File: config.mk
export PLATFORM = sky130hd
export DESIGN_NAME = hpg_host_gate
export DESIGN_NICKNAME = d
export VERILOG_FILES = /design/src/rtl/hpg_pkg.sv /design/src/rtl/hpg_sync.sv /design/src/rtl/hpg_ms_timer.sv /design/src/rtl/hpg_host_gate.sv
export SDC_FILE = /design/constraint.sdc
export NUM_CORES = 1
export LEC_CHECK = 0
export BUFFER_PORTS_ARGS = -buffer_cell sky130_fd_sc_hd__buf_4
export CAP_MARGIN = 20
export CORE_MARGIN = 2
export CORE_UTILIZATION = 52
export DETAILED_ROUTE_END_ITERATION = 16
export HOLD_SLACK_MARGIN = 0.08
export PLACE_DENSITY = 0.8
export SETUP_SLACK_MARGIN = 0.5
export SYNTH_ARGS = -nofsm -noshare
export SYNTH_HDL_FRONTEND = slang
export SYNTH_SLANG_ARGS = --single-unit
File: constraint.sdc
create_clock -name clk -period 1.6 [get_ports clk]
set_input_delay 0 -clock clk [delete_from_list [all_inputs] [get_ports clk]]
set_output_delay 0 -clock clk [all_outputs]
set_load 0.005 [all_outputs]
File: src/rtl/hpg_pkg.sv
// Package: shared types and helpers for the host bring-up gate.
// Assumes: nothing beyond IEEE 1800-2017 packages.
package hpg_pkg;

    // Grants derived from internal progress, before live gating.
    typedef struct packed {
        logic std_ok;
        logic cmp_ok;
        logic wait_flag;
    } gate_t;

    // Counter width able to hold values 0..max_val.
    function automatic int cnt_width(input int max_val);
        return (max_val < 2) ? 1 : $clog2(max_val + 1);
    endfunction

endpackage

File: src/rtl/hpg_sync.sv
// Module: multi-stage synchronizer for a single asynchronous level.
// Assumes: input changes slowly compared to clk; STAGES >= 2.
module hpg_sync #(
    parameter int STAGES = 2
) (
    input  logic clk,
    input  logic rst_n,
    input  logic d_async,
    output logic d_sync
);
    logic [STAGES-1:0] chain_q;

    // Shift the asynchronous level through the flop chain.
    always_ff @(posedge clk) begin
        if (!rst_n) chain_q <= '0;
        else        chain_q <= {chain_q[STAGES-2:0], d_async};
    end

    assign d_sync = chain_q[STAGES-1];
endmodule

File: src/rtl/hpg_ms_timer.sv
// Module: millisecond timeout timer, counts while run is high.
// Assumes: run low clears the count on the next edge; expired holds
// once reached until run falls. CYC_PER_MS == 1 drops the prescaler.
module hpg_ms_timer import hpg_pkg::*; #(
    parameter int CYC_PER_MS = 50000,
    parameter int TIMEOUT_MS = 100
) (
    input  logic clk,
    input  logic rst_n,
    input  logic run,
    output logic expired
);
    localparam int MSW = cnt_width(TIMEOUT_MS);

    logic [MSW-1:0] ms_q;
    logic           tick;

    generate
        if (CYC_PER_MS > 1) begin : g_pre
            localparam int PW = cnt_width(CYC_PER_MS - 1);
            logic [PW-1:0] pre_q;

            // Divide clk down to one tick per millisecond.
            always_ff @(posedge clk) begin
                if (!rst_n || !run)                      pre_q <= '0;
                else if (pre_q == PW'(CYC_PER_MS - 1))   pre_q <= '0;
                else                                     pre_q <= pre_q + 1'b1;
            end

            assign tick = run && (pre_q == PW'(CYC_PER_MS - 1));
        end else begin : g_nopre
            assign tick = run;
        end
    endgenerate

    // Count milliseconds, saturating at the timeout.
    always_ff @(posedge clk) begin
        if (!rst_n || !run)                 ms_q <= '0;
        else if (tick && !expired)          ms_q <= ms_q + 1'b1;
    end

    assign expired = (ms_q == MSW'(TIMEOUT_MS));


    restart_clear_chk: assert property (@(posedge clk) disable iff (!rst_n)
        !run |=> (ms_q == '0) && !expired);


    ms_bound_chk: assert property (@(posedge clk) disable iff (!rst_n)
        ms_q <= MSW'(TIMEOUT_MS));


    expired_hold_chk: assert property (@(posedge clk) disable iff (!rst_n)
        expired && run |=> expired || !run);
endmodule

File: src/rtl/hpg_host_gate.sv
// Module: host-side reset release and command permission gate.
// Releases the peripheral reset once supply, park and clock are all good,
// then grants ordinary commands at the earlier of init completion or the
// timeout, and compound commands at init completion only.
// Assumes: rst_n is synchronous; supply_ok, park_hi and clk_stable are
// already in the clk domain; periph_busy is asynchronous.
module hpg_host_gate import hpg_pkg::*; #(
    parameter int CYC_PER_MS  = 50000,
    parameter int TIMEOUT_MS  = 100,
    parameter int SYNC_STAGES = 2
) (
    input  logic clk,
    input  logic rst_n,
    input  logic supply_ok,
    input  logic park_hi,
    input  logic clk_stable,
    input  logic periph_busy,
    output logic periph_rst_n,
    output logic std_cmd_ok,
    output logic cmp_cmd_ok,
    output logic cmp_wait_flag
);
    logic  hold_ok;
    logic  rel_q;
    logic  live;
    logic  busy_s;
    logic  seen_q;
    logic  done_q;
    logic  wait_q;
    logic  tmo;
    gate_t grant;

    assign hold_ok = supply_ok && clk_stable;
    assign live    = hold_ok && rel_q;

    hpg_sync #(.STAGES(SYNC_STAGES)) u_busy_sync (
        .clk     (clk),
        .rst_n   (rst_n),
        .d_async (periph_busy),
        .d_sync  (busy_s)
    );

    hpg_ms_timer #(.CYC_PER_MS(CYC_PER_MS), .TIMEOUT_MS(TIMEOUT_MS)) u_timer (
        .clk     (clk),
        .rst_n   (rst_n),
        .run     (live),
        .expired (tmo)
    );

    // Release reset once all three conditions hold; lose it on any drop.
    always_ff @(posedge clk) begin
        if (!rst_n) rel_q <= 1'b0;
        else        rel_q <= hold_ok && (rel_q || park_hi);
    end

    // Remember that the peripheral reported busy since release.
    always_ff @(posedge clk) begin
        if (!rst_n || !live) seen_q <= 1'b0;
        else if (busy_s)     seen_q <= 1'b1;
    end

    // Mark initialization complete when busy falls after being seen.
    always_ff @(posedge clk) begin
        if (!rst_n || !live)         done_q <= 1'b0;
        else if (seen_q && !busy_s)  done_q <= 1'b1;
    end

    // Record that the timeout opened ordinary commands before completion.
    always_ff @(posedge clk) begin
        if (!rst_n || !live)        wait_q <= 1'b0;
        else if (tmo && !done_q)    wait_q <= 1'b1;
    end

    // Form the grants from progress state.
    always_comb begin
        grant.std_ok    = tmo || done_q;
        grant.cmp_ok    = done_q;
        grant.wait_flag = wait_q;
    end

    // Gate every output with the live supply and clock reports.
    assign periph_rst_n  = live;
    assign std_cmd_ok    = live && grant.std_ok;
    assign cmp_cmd_ok    = live && grant.cmp_ok;
    assign cmp_wait_flag = live && grant.wait_flag;


    release_cond_chk: assert property (@(posedge clk) disable iff (!rst_n)
        $rose(rel_q) |-> $past(supply_ok && park_hi && clk_stable));


    cmp_no_timeout_chk: assert property (@(posedge clk) disable iff (!rst_n)
        tmo && !done_q |-> !cmp_cmd_ok);


    cmp_hold_chk: assert property (@(posedge clk) disable iff (!rst_n)
        cmp_cmd_ok |=> cmp_cmd_ok || !(supply_ok && clk_stable));


    wait_sticky_chk: assert property (@(posedge clk) disable iff (!rst_n)
        cmp_wait_flag |=> cmp_wait_flag || !(supply_ok && clk_stable));


    drop_outputs_chk: assert property (@(posedge clk) disable iff (!rst_n)
        !hold_ok |=> !seen_q && !done_q);
endmodule

==> results of run 1 <==
timing repair:
| item | 4_1_cts | 5_1_grt |
|---|---|---|
| endpoints found under the setup margin | 27 | 27 |
| hold buffers | 5 | 0 |
| setup buffers | 7 | 12 |
| endpoints found under the hold margin | 3 | 0 |
| cloned | 2 | 0 |
| gates resized for setup | 20 | 42 |
| pin swaps | 6 | 9 |
worst register-to-register path, delay by kind of cell (launching register included):
kind | cells | cell delay (ns)
compound gates | 1 | 0.13
buf+inv | 2 | 0.34
simple gates | 3 | 0.70
flops | 1 | 0.36
placed cells by master (no fill, tap or decap), types with 2 or more instances in the layout:
master / n
a21oi_2: 6
nand2b_4: 2
nand4_4: 2
nor2_1: 12
inv_1: 5
xnor2_1: 11
dlygate4sd3_1: 5
nand4_1: 8
buf_6: 7
nor2_4: 3
and2_4: 2
dfxtp_4: 3
inv_2: 2
nor2_2: 4
nand3_1: 5
or3_4: 4
nor3_1: 3
and3_4: 2
nor4_4: 2
o21ai_0: 4
nor4_1: 2
clkbuf_4: 5
a21oi_1: 4
or3_1: 2
xor2_1: 2
and2_1: 2
dfxtp_1: 15
buf_4: 32
ha_4: 2
dfxtp_2: 11
nand2_1: 5
power groups by stage:
stage	Clock, mW	Sequential (mW)	Combinational (mW)
final	0.449	0.721	0.0341
after global placement	0	0.742	0.0170
after global routing	0.481	0.721	0.0370
after detailed placement	0	0.743	0.0183
after CTS	0.460	0.722	0.0289
after floorplan	0	0.742	0.00568
cell type report:
class	instances	share of cell area (%)
Clock buffer	7	2.73
Inverter	7	1.30
Multi-Input combinational cell	108	45.8
Sequential cell	29	30.0
Tap cell	30	1.86
Timing Repair Buffer	44	18.3
state kept, by name (all words and copies together) (netlist names):
| name | count |
|---|---|
| rel_q | 1 |
| seen_q | 1 |
| u_timer.ms_q | 7 |
| u_timer.g_pre.pre_q | 16 |
| u_busy_sync.chain_q | 2 |
| wait_q | 1 |
| done_q | 1 |
worst paths after layout:
check	from	cells after the start	to
worst max-delay path	u_timer.g_pre.pre_q[10]	6	u_timer.ms_q[4]
worst min-delay path	clk_stable	4	u_timer.g_pre.pre_q[0]
worst max register to register	u_timer.g_pre.pre_q[10]	6	u_timer.ms_q[4]
worst min register to register	u_busy_sync.chain_q[0]	1	u_busy_sync.chain_q[1]
kinds of logic (layout without fill, tap and decap cells):
group / after synthesis / after routing
and+or+nand+nor: 69 / 71
adders and majority gates: 3 / 3
DFF: 29 / 29
AOI/OAI and AO/OA: 21 / 21
xor gates and xnor gates: 13 / 13
buffers and inverters: 11 / 58
per-layer routing:
metal  routed length (um)  part of all wire [%]
met3                  189                   4.7
met5                    0                     0
met4                   95                   2.3
met2                 2130                    53
met1                 1630                    40
through the flow:
stage          power (mW)  instance area [sq um]
2_1_floorplan       0.748                   1380
3_3_place_gp        0.759                   1530
3_5_place_dp        0.761                   1530
4_1_cts              1.21                   1770
5_1_grt              1.24                   2020
6_report             1.20                   2020
==> impl_metrics.json, run 1 <==
{
  "grt.total_usage_pct": 26.7,
  "critPathKind": "reg2reg",
  "status": "finished clean",
  "grt_max_degree": 12,
  "clock.fmax_ghz": 0.635,
  "rsz0062_at_grt": "true",
  "htree_levels": 2,
  "p_leak_nw": 0.705,
  "port_buffers": 9,
  "setup_viol": 0,
  "slew_headroom_pct": 61.4,
  "die_area_sq_um": 2950,
  "synthTopCellsByArea": "dfxtp_1 44%, xnor2_1 7.3%, nor2_1 5.4%",
  "yosysMostFrequentCell": "dfxtp_1",
  "cp.arrival_ns": 1.84,
  "slowest_stage": "dfxtp_4",
  "fillers": 120,
  "antenna_found_initial": 0,
  "critPathMaxFanout": 5,
  "met2_usage_pct": 47.2,
  "synthXorXnorAreaFrac_pct": 8.64,
  "power_switching_share_pct": 21.2,
  "multiInputGateArea_sq_um": 926,
  "clkTransAtPathRegs_ns": 0.08,
  "synthTopCellsByCount": "29 x dfxtp_1, 19 x nor2_1, 11 x xnor2_1",
  "timing.setup.tns_ns": 0,
  "yosys.area.top_type": "dfxtp_1",
  "critPathBufInv": 2,
  "clkSinkCount": 29,
  "die_h_um": 54.3,
  "vias": 1323,
  "clockBufferDepth": 2,
  "power_density_nw_per_um2": 596,
  "critPathCaptureType": "register",
  "top_usage_layer": "met2",
  "register_area_sq_um": 606,
  "grt_pass1_vias": 1187,
  "hold_path_class": "in2reg",
  "grt_remaining_overflow": 0,
  "antenna_cells": 0,
  "syn-cell-area_sq_um": 1320,
  "die_w_um": 54.3,
  "synth_mux_area_share_pct": 0,
  "synth_compound_area_share_pct": 9.31,
  "synth_top_area_share_pct": 44.1,
  "slew_viol_final": 0,
  "power.internal_uw": 948,
  "crit_required_ns": 1.86,
  "grt_first_pass_wirelength_um": 5410,
  "synthSimpleGateAreaFrac_pct": 31.2,
  "startpoint_type": "register",
  "routabilityCongestion": 0.755,
  "cap_violations": 0,
  "fin_cells": 225,
  "seqPwrFrac_pct": 59.9,
  "period_minus_slack_ns": 1.58,
  "row_count": 18,
  "synth_edf_count": 0,
  "initial_core_util_pct": 54.2,
  "core_area_sq_um": 2430,
  "worst_pin_slew_ns": 0.573,
  "tritoncts": "yes",
  "post-route-period-util_pct": 98.5,
  "p_switching_uw": 256,
  "routedWlPerCell_um": 18.0,
  "routed_wirelength_um": 4050,
  "post-route-drc-count": 0,
  "pre_cts_ws_ns": -0.0142,
  "drtPass1Iterations": 4,
  "cp_top_family": "simple AND/OR/NAND/NOR gates",
  "use_met1_pct": 28.3,
  "finalWorstSetupSlack_ns": 0.0245,
  "nNetsFinal": 204,
  "cts_made_buffers": 5,
  "fin_worst_skew_ns": 0.0129,
  "drtIter0Drc": 27,
  "synth_adder_area_share_pct": 2.85,
  "area_delta_synth_final_pct": 53.3,
  "crit_chain": "nor4b_4 > buf_4 > nand4_4 > buf_6 > or3_1 > a21oi_2",
  "synth-seq-area-share_pct": 44.1,
  "clock_latency_ns": 0.33,
  "synthArstFlopShare_pct": 0,
  "holdWs_ns": 0.243,
  "final_core_util_pct": 83.0,
  "synthCells": 146,
  "ios": 10,
  "place_hpwl_um": 1960,
  "drive_above_1_share_pct": 51.8,
  "r2r_slack_ns": 0.02,
  "clock-root-buffer": "clkbuf_4",
  "pwr-share-clk_pct": 37.3,
  "synth_top_family_by_area": "simple AND/OR/NAND/NOR gates",
  "ys_ff_latch": 29,
  "yosysWarningCount": 0,
  "max_stage_delay_ns": 0.36,
  "ys_types": 33,
  "grt_use_met3_pct": 9.29,
  "dp_cells": 192,
  "final_hold_viol_count": 0,
  "avgViaCountPerCell": 5.88,
  "syn_nets": 155,
  "synth_ff_type": "dfxtp_1",
  "combPwrFrac_pct": 2.8,
  "synth_area_per_cell_sq_um": 9.02,
  "irDropWorstVdd_mv": 0.625,
  "ant_nets": 0
}
Power figures use the tool's default switching activity.
==> run 2: changes to the inputs <==
==> constraint.sdc (replaced) <==
create_clock -name clk -period 1.6 [get_ports clk]
set_input_delay 0.16 -clock clk [delete_from_list [all_inputs] [get_ports clk]]
set_output_delay 0.16 -clock clk [all_outputs]
set_load 0.005 [all_outputs]
==> run 2 against run 1 <==
  * Largest power group unchanged
  * Critical path depth did not move
  * Utilization grew 3.0 points
  * Total power shrank 0.63%
  * Routed wire length rose by 10%
  * Critical path type unchanged
  * Count of clock-buffer cells in the layout unchanged
  * First-iteration DRC count up 120%
  * The run now ends with setup timing left
  * Maximum frequency decreased by 5.6%
  * Critical endpoint unchanged
  * Sequential power down 1%
==> impl_metrics.json, run 2 (synthesis gave the netlist of run 1 again) <==
{
  "clock_latency_ns": 0.33,
  "critPathMaxFanout": 5,
  "routed_wirelength_um": 4470,
  "slew_viol_final": 0,
  "crit_required_ns": 1.87,
  "slowest_stage": "and4bb_2",
  "mostFrequentLayoutCell": "buf_4",
  "antenna_cells": 0,
  "ios": 10,
  "tritoncts": "yes",
  "worst_pin_slew_ns": 0.580,
  "antenna_found_initial": 0,
  "drtIter0Drc": 59,
  "area_delta_synth_final_pct": 58.9,
  "rsz0062_at_grt": "true",
  "row_count": 18,
  "fin_cells": 228,
  "grt.total_usage_pct": 28.1,
  "max_stage_delay_ns": 0.38,
  "nNetsFinal": 207,
  "status": "complete, but fails checks",
  "critPathKind": "reg2reg",
  "fillers": 105,
  "critPathCaptureType": "register",
  "startpoint_type": "register",
  "drtPass1Iterations": 4,
  "routabilityCongestion": 0.755,
  "clkTransAtPathRegs_ns": 0.09,
  "initial_core_util_pct": 54.2,
  "cpMostUsedCell": "buf_6",
  "clock-root-buffer": "clkbuf_4",
  "final_area_sq_um": 2090,
  "finalWorstSetupSlack_ns": -0.0689,
  "r2r_slack_ns": -0.07,
  "drive_above_1_share_pct": 58.6,
  "largest_register_ffs": 16,
  "clockBufferDepth": 2,
  "hold_path_class": "in2reg",
  "grt_first_pass_wirelength_um": 5730,
  "vias": 1384,
  "final_hold_viol_count": 0,
  "multiInputGateArea_sq_um": 960,
  "cp.arrival_ns": 1.94,
  "violations": "setup timing",
  "cap_violations": 0,
  "htree_levels": 2,
  "setup_viol": 10,
  "total_power_mw": 1.20,
  "final_cell_mix": "31 x buf_4, 15 x dfxtp_1, 13 x buf_6",
  "place_area_sq_um": 1530,
  "routedWlPerCell_um": 19.6,
  "port_buffers": 9,
  "grt_remaining_overflow": 0,
  "cts_made_buffers": 5,
  "cp_top_family": "simple AND/OR/NAND/NOR gates",
  "top_regs": "u_timer.g_pre.pre_q x16, u_timer.ms_q x7, u_busy_sync.chain_q x2",
  "avgViaCountPerCell": 6.07,
  "ant_nets": 0,
  "dp_cells": 192,
  "place_hpwl_um": 1960,
  "period_minus_slack_ns": 1.67,
  "die_area_sq_um": 2950,
  "grt_pass1_vias": 1289,
  "slew_headroom_pct": 60.9,
  "crit_chain": "and4bb_2 > buf_6 > nand4_4 > buf_6 > or3_4 > a21oi_2",
  "critPathBufInv": 2,
  "irDropWorstVdd_mv": 0.807,
  "die_h_um": 54.3,
  "clock.fmax_ghz": 0.599,
  "post-route-drc-count": 0,
  "fin_worst_skew_ns": 0.0136,
  "die_w_um": 54.3,
  "post-route-period-util_pct": 104,
  "largest_register": "u_timer.g_pre.pre_q",
  "register_area_sq_um": 616,
  "clkSinkCount": 29,
  "grt_max_degree": 12,
  "p_leak_nw": 0.732,
  "power_density_nw_per_um2": 572,
  "core_area_sq_um": 2430
}
==> run 2: changes by cell type in the layout (fill, tap and decap cells not counted), moves of 2 or more <==
cell           before  now
buf_6               7   13
dlygate4sd3_1       5    2
nor2_2              4    8
a21oi_1             4    1
o21ai_0             4    2
dfxtp_2            11    7
nor2_4              3    1
o21ai_2             1    3
nor4_1              2    0
nor4_2              0    2
nor2_1             12   10
dfxtp_4             3    7
a21oi_2             6    9
==> run 2: power by group <==
group | total [mW] | internal, mW | switching [mW]
clock | 0.452 | 0.207 | 0.245
sequential | 0.714 | 0.713 | 0.00149
combinational | 0.0302 | 0.0178 | 0.0124
total | 1.20 | 0.938 | 0.259
==> run 2: timing repair <==
action | 4_1_cts | 5_1_grt
resized for setup | 45 | 36
endpoints found under the hold margin | 2 | 0
pin swaps | 20 | 14
hold buffers | 2 | 0
endpoints found under the setup margin | 27 | 30
cloned | 3 | 0
setup buffers | 14 | 10
==> run 2: worst paths after layout <==
| check | endpoint | start | depth (start not counted) |
|---|---|---|---|
| hold / removal | rel_q | clk_stable | 2 |
| setup / recovery | u_timer.ms_q[4] | u_timer.g_pre.pre_q[4] | 6 |
| hold reg to reg | u_busy_sync.chain_q[1] | u_busy_sync.chain_q[0] | 1 |
| setup reg to reg | u_timer.ms_q[4] | u_timer.g_pre.pre_q[4] | 6 |
==> run 2: area by class of cell <==
class	instances	share of cell area [%]
Sequential cell	29	29.4
Clock buffer	7	2.63
Multi-Input combinational cell	109	45.8
Inverter	7	1.26
Tap cell	30	1.79
Timing Repair Buffer	46	19.1
==> run 2: routing by layer <==
metal  up-vias  part of all wire (%)  global-route usage, %
li1        625                     -                      -
met1       687                    40                   29.8
met2        56                    53                   50.4
met3        16                   5.2                   11.2
met4         0                   2.1                   9.17
met5         -                     0                      0
==> run 2: per-stage QoR <==
step                util (%)  hold WS [ns]  TNS, ns  setup slack, ns
floorplan                  -         0.282        0            0.181
global route            86.1         0.101   -0.428          -0.0803
finish                  86.1         0.106   -0.201          -0.0689
global placement        63.0         0.372        0           0.0638
CTS                     77.5        0.0960        0           0.0297
detailed placement      63.0         0.391  -0.0193          -0.0142
==> run 3: changes to the inputs <==
==> constraint.sdc (replaced) <==
create_clock -name clk -period 1.5 [get_ports clk]
set_input_delay 0.15 -clock clk [delete_from_list [all_inputs] [get_ports clk]]
set_output_delay 0.15 -clock clk [all_outputs]
set_load 0.005 [all_outputs]
==> run 3 against run 2 <==
  * The run still ends with setup timing left
  * Global-route usage increased by 0.89 points
  * Via count decreased by 4.6%
  * Clock skew increased by 0.0031 ns
  * Largest cell class unchanged
  * Critical path type unchanged
  * Maximum frequency decreased by 0.94%
  * Total power increased by 13%
==> impl_metrics.json, run 3 (synthesis gave the netlist of run 1 again) <==
{
  "slowest_stage": "or3_2",
  "vias": 1320,
  "min_from": "clk_stable",
  "finalWorstSetupSlack_ns": -0.185,
  "routedWlPerCell_um": 18.7,
  "startpoint_type": "register",
  "clock-root-buffer": "clkbuf_4",
  "place_area_sq_um": 1580,
  "grt_use_met3_pct": 7.38,
  "grt.total_usage_pct": 29.0,
  "top_regs": "u_timer.g_pre.pre_q x16, u_timer.ms_q x7, u_busy_sync.chain_q x2",
  "largest_register_ffs": 16,
  "slew_headroom_pct": 68.8,
  "grt_remaining_overflow": 0,
  "final_cell_mix": "27 x buf_4, 14 x nor2_1, 14 x dfxtp_1",
  "initial_core_util_pct": 54.2,
  "clockBufferDepth": 2,
  "grt_pass1_vias": 1270,
  "dp_cells": 198,
  "antenna_found_initial": 0,
  "grt_first_pass_wirelength_um": 5910,
  "critPathMaxFanout": 5,
  "largest_register": "u_timer.g_pre.pre_q",
  "clkTransAtPathRegs_ns": 0.10,
  "fin_cells": 223,
  "use_met1_pct": 33.3,
  "routed_wirelength_um": 4160,
  "grt_max_degree": 12,
  "drtPass1Iterations": 4,
  "irDropWorstVdd_mv": 0.670,
  "r2r_cells": 4,
  "area_delta_synth_final_pct": 51.7,
  "r2r_start": "u_timer.g_pre.pre_q[10]",
  "clock_latency_ns": 0.34,
  "htree_levels": 2,
  "worst_pin_slew_ns": 0.463,
  "crit_required_ns": 1.77,
  "die_area_sq_um": 2950,
  "cp.arrival_ns": 1.96,
  "port_buffers": 9,
  "met2_usage_pct": 51.0,
  "holdWs_ns": 0.0989,
  "r2r_slack_ns": -0.18,
  "antenna_cells": 0,
  "period_minus_slack_ns": 1.68,
  "fin_worst_skew_ns": 0.0167,
  "clkSinkCount": 29,
  "hold_path_class": "in2reg",
  "drtIter0Drc": 38,
  "cts_made_buffers": 5,
  "mostFrequentLayoutCell": "buf_4",
  "p_leak_nw": 0.690,
  "pre_cts_ws_ns": -0.0682,
  "cap_violations": 0,
  "die_h_um": 54.3,
  "avgViaCountPerCell": 5.92,
  "ios": 10,
  "core_area_sq_um": 2430,
  "row_count": 18,
  "top_usage_layer": "met2",
  "drive_above_1_share_pct": 51.8,
  "setup_viol": 17,
  "nNetsFinal": 201,
  "crit_chain": "nor4b_4 > nand4_4 > or3_2 > a21oi_2",
  "final_area_sq_um": 2000,
  "routabilityCongestion": 0.829,
  "ant_nets": 0,
  "clock.fmax_ghz": 0.594,
  "final_hold_viol_count": 0,
  "rsz0062_at_grt": "true",
  "slew_viol_final": 0,
  "violations": "setup timing",
  "min_path_cells": 2,
  "post-route-period-util_pct": 112,
  "critPathLaunch": "u_timer.g_pre.pre_q[10]",
  "max_stage_delay_ns": 0.53,
  "place_hpwl_um": 2130,
  "die_w_um": 54.3,
  "critPathCaptureType": "register",
  "tritoncts": "yes",
  "post-route-drc-count": 0,
  "critPathKind": "reg2reg",
  "status": "complete, but fails checks",
  "power_density_nw_per_um2": 677
}
run 3: changes by cell type in the layout (fill, tap and decap cells not counted), sizes merged:
cell | previous run | this run
buf | 44 | 39
and3 | 4 | 3
clkinv | 0 | 1
run 3: final timing paths:
kind,endpoint
worst max-delay path,u_timer.ms_q[2]
worst min-delay path,rel_q
worst min register to register,u_busy_sync.chain_q[1]
worst max register to register,u_timer.ms_q[2]
run 3: where the power goes:
group          switching, mW  total [mW]  leakage, nW  internal (mW)
Combinational         0.0119      0.0317        0.406         0.0197
Sequential           0.00179       0.769        0.243          0.767
Clock                  0.281       0.553       0.0413          0.271
run 3: metrics by stage:
| stage | total power [mW] | TNS, ns | utilization, % |
|---|---|---|---|
| finish | 1.35 | -0.997 | 82.2 |
| global route | 1.39 | -1.73 | 82.2 |
| CTS | 1.35 | -0.462 | 77.6 |
| detailed placement | 0.813 | -0.309 | 64.9 |
| global placement | 0.811 | -0.0565 | 64.9 |
| floorplan | 0.798 | 0 | - |
run 3: final cells by class:
cell class / instances / area [sq um]
clock buffer: 7 / 65.1
timing repair buffer: 41 / 358
clock inverter: 1 / 5.00
fill: 134 / 434
tap: 30 / 37.5
inverter: 7 / 26.3
sequential: 29 / 607
multi-input combinational: 108 / 900
run 3: layer usage:
| layer | vias up | part of all wire (%) | wire (um) |
|---|---|---|---|
| li1 | 618 | - | - |
| met1 | 633 | 40 | 1650 |
| met2 | 53 | 52 | 2170 |
| met3 | 16 | 4.5 | 188 |
| met4 | 0 | 3.9 | 161 |
| met5 | - | 0 | 0 |
run 3: repair_timing:
item                                    CTS  global route
gates resized for setup                  38            22
hold buffers                              2             0
hold endpoints to repair                  2             0
pin swaps                                11             8
gates cloned                              2             1
setup buffers                             9             3
endpoints found under the setup margin   27            30
run 3: critical path: cells and delay by family, from the launching register on:
kind	cells	cell delay, ns
and+or+nand+nor	3	1.11
DFF	1	0.36
AOI/OAI and AO/OA	1	0.15
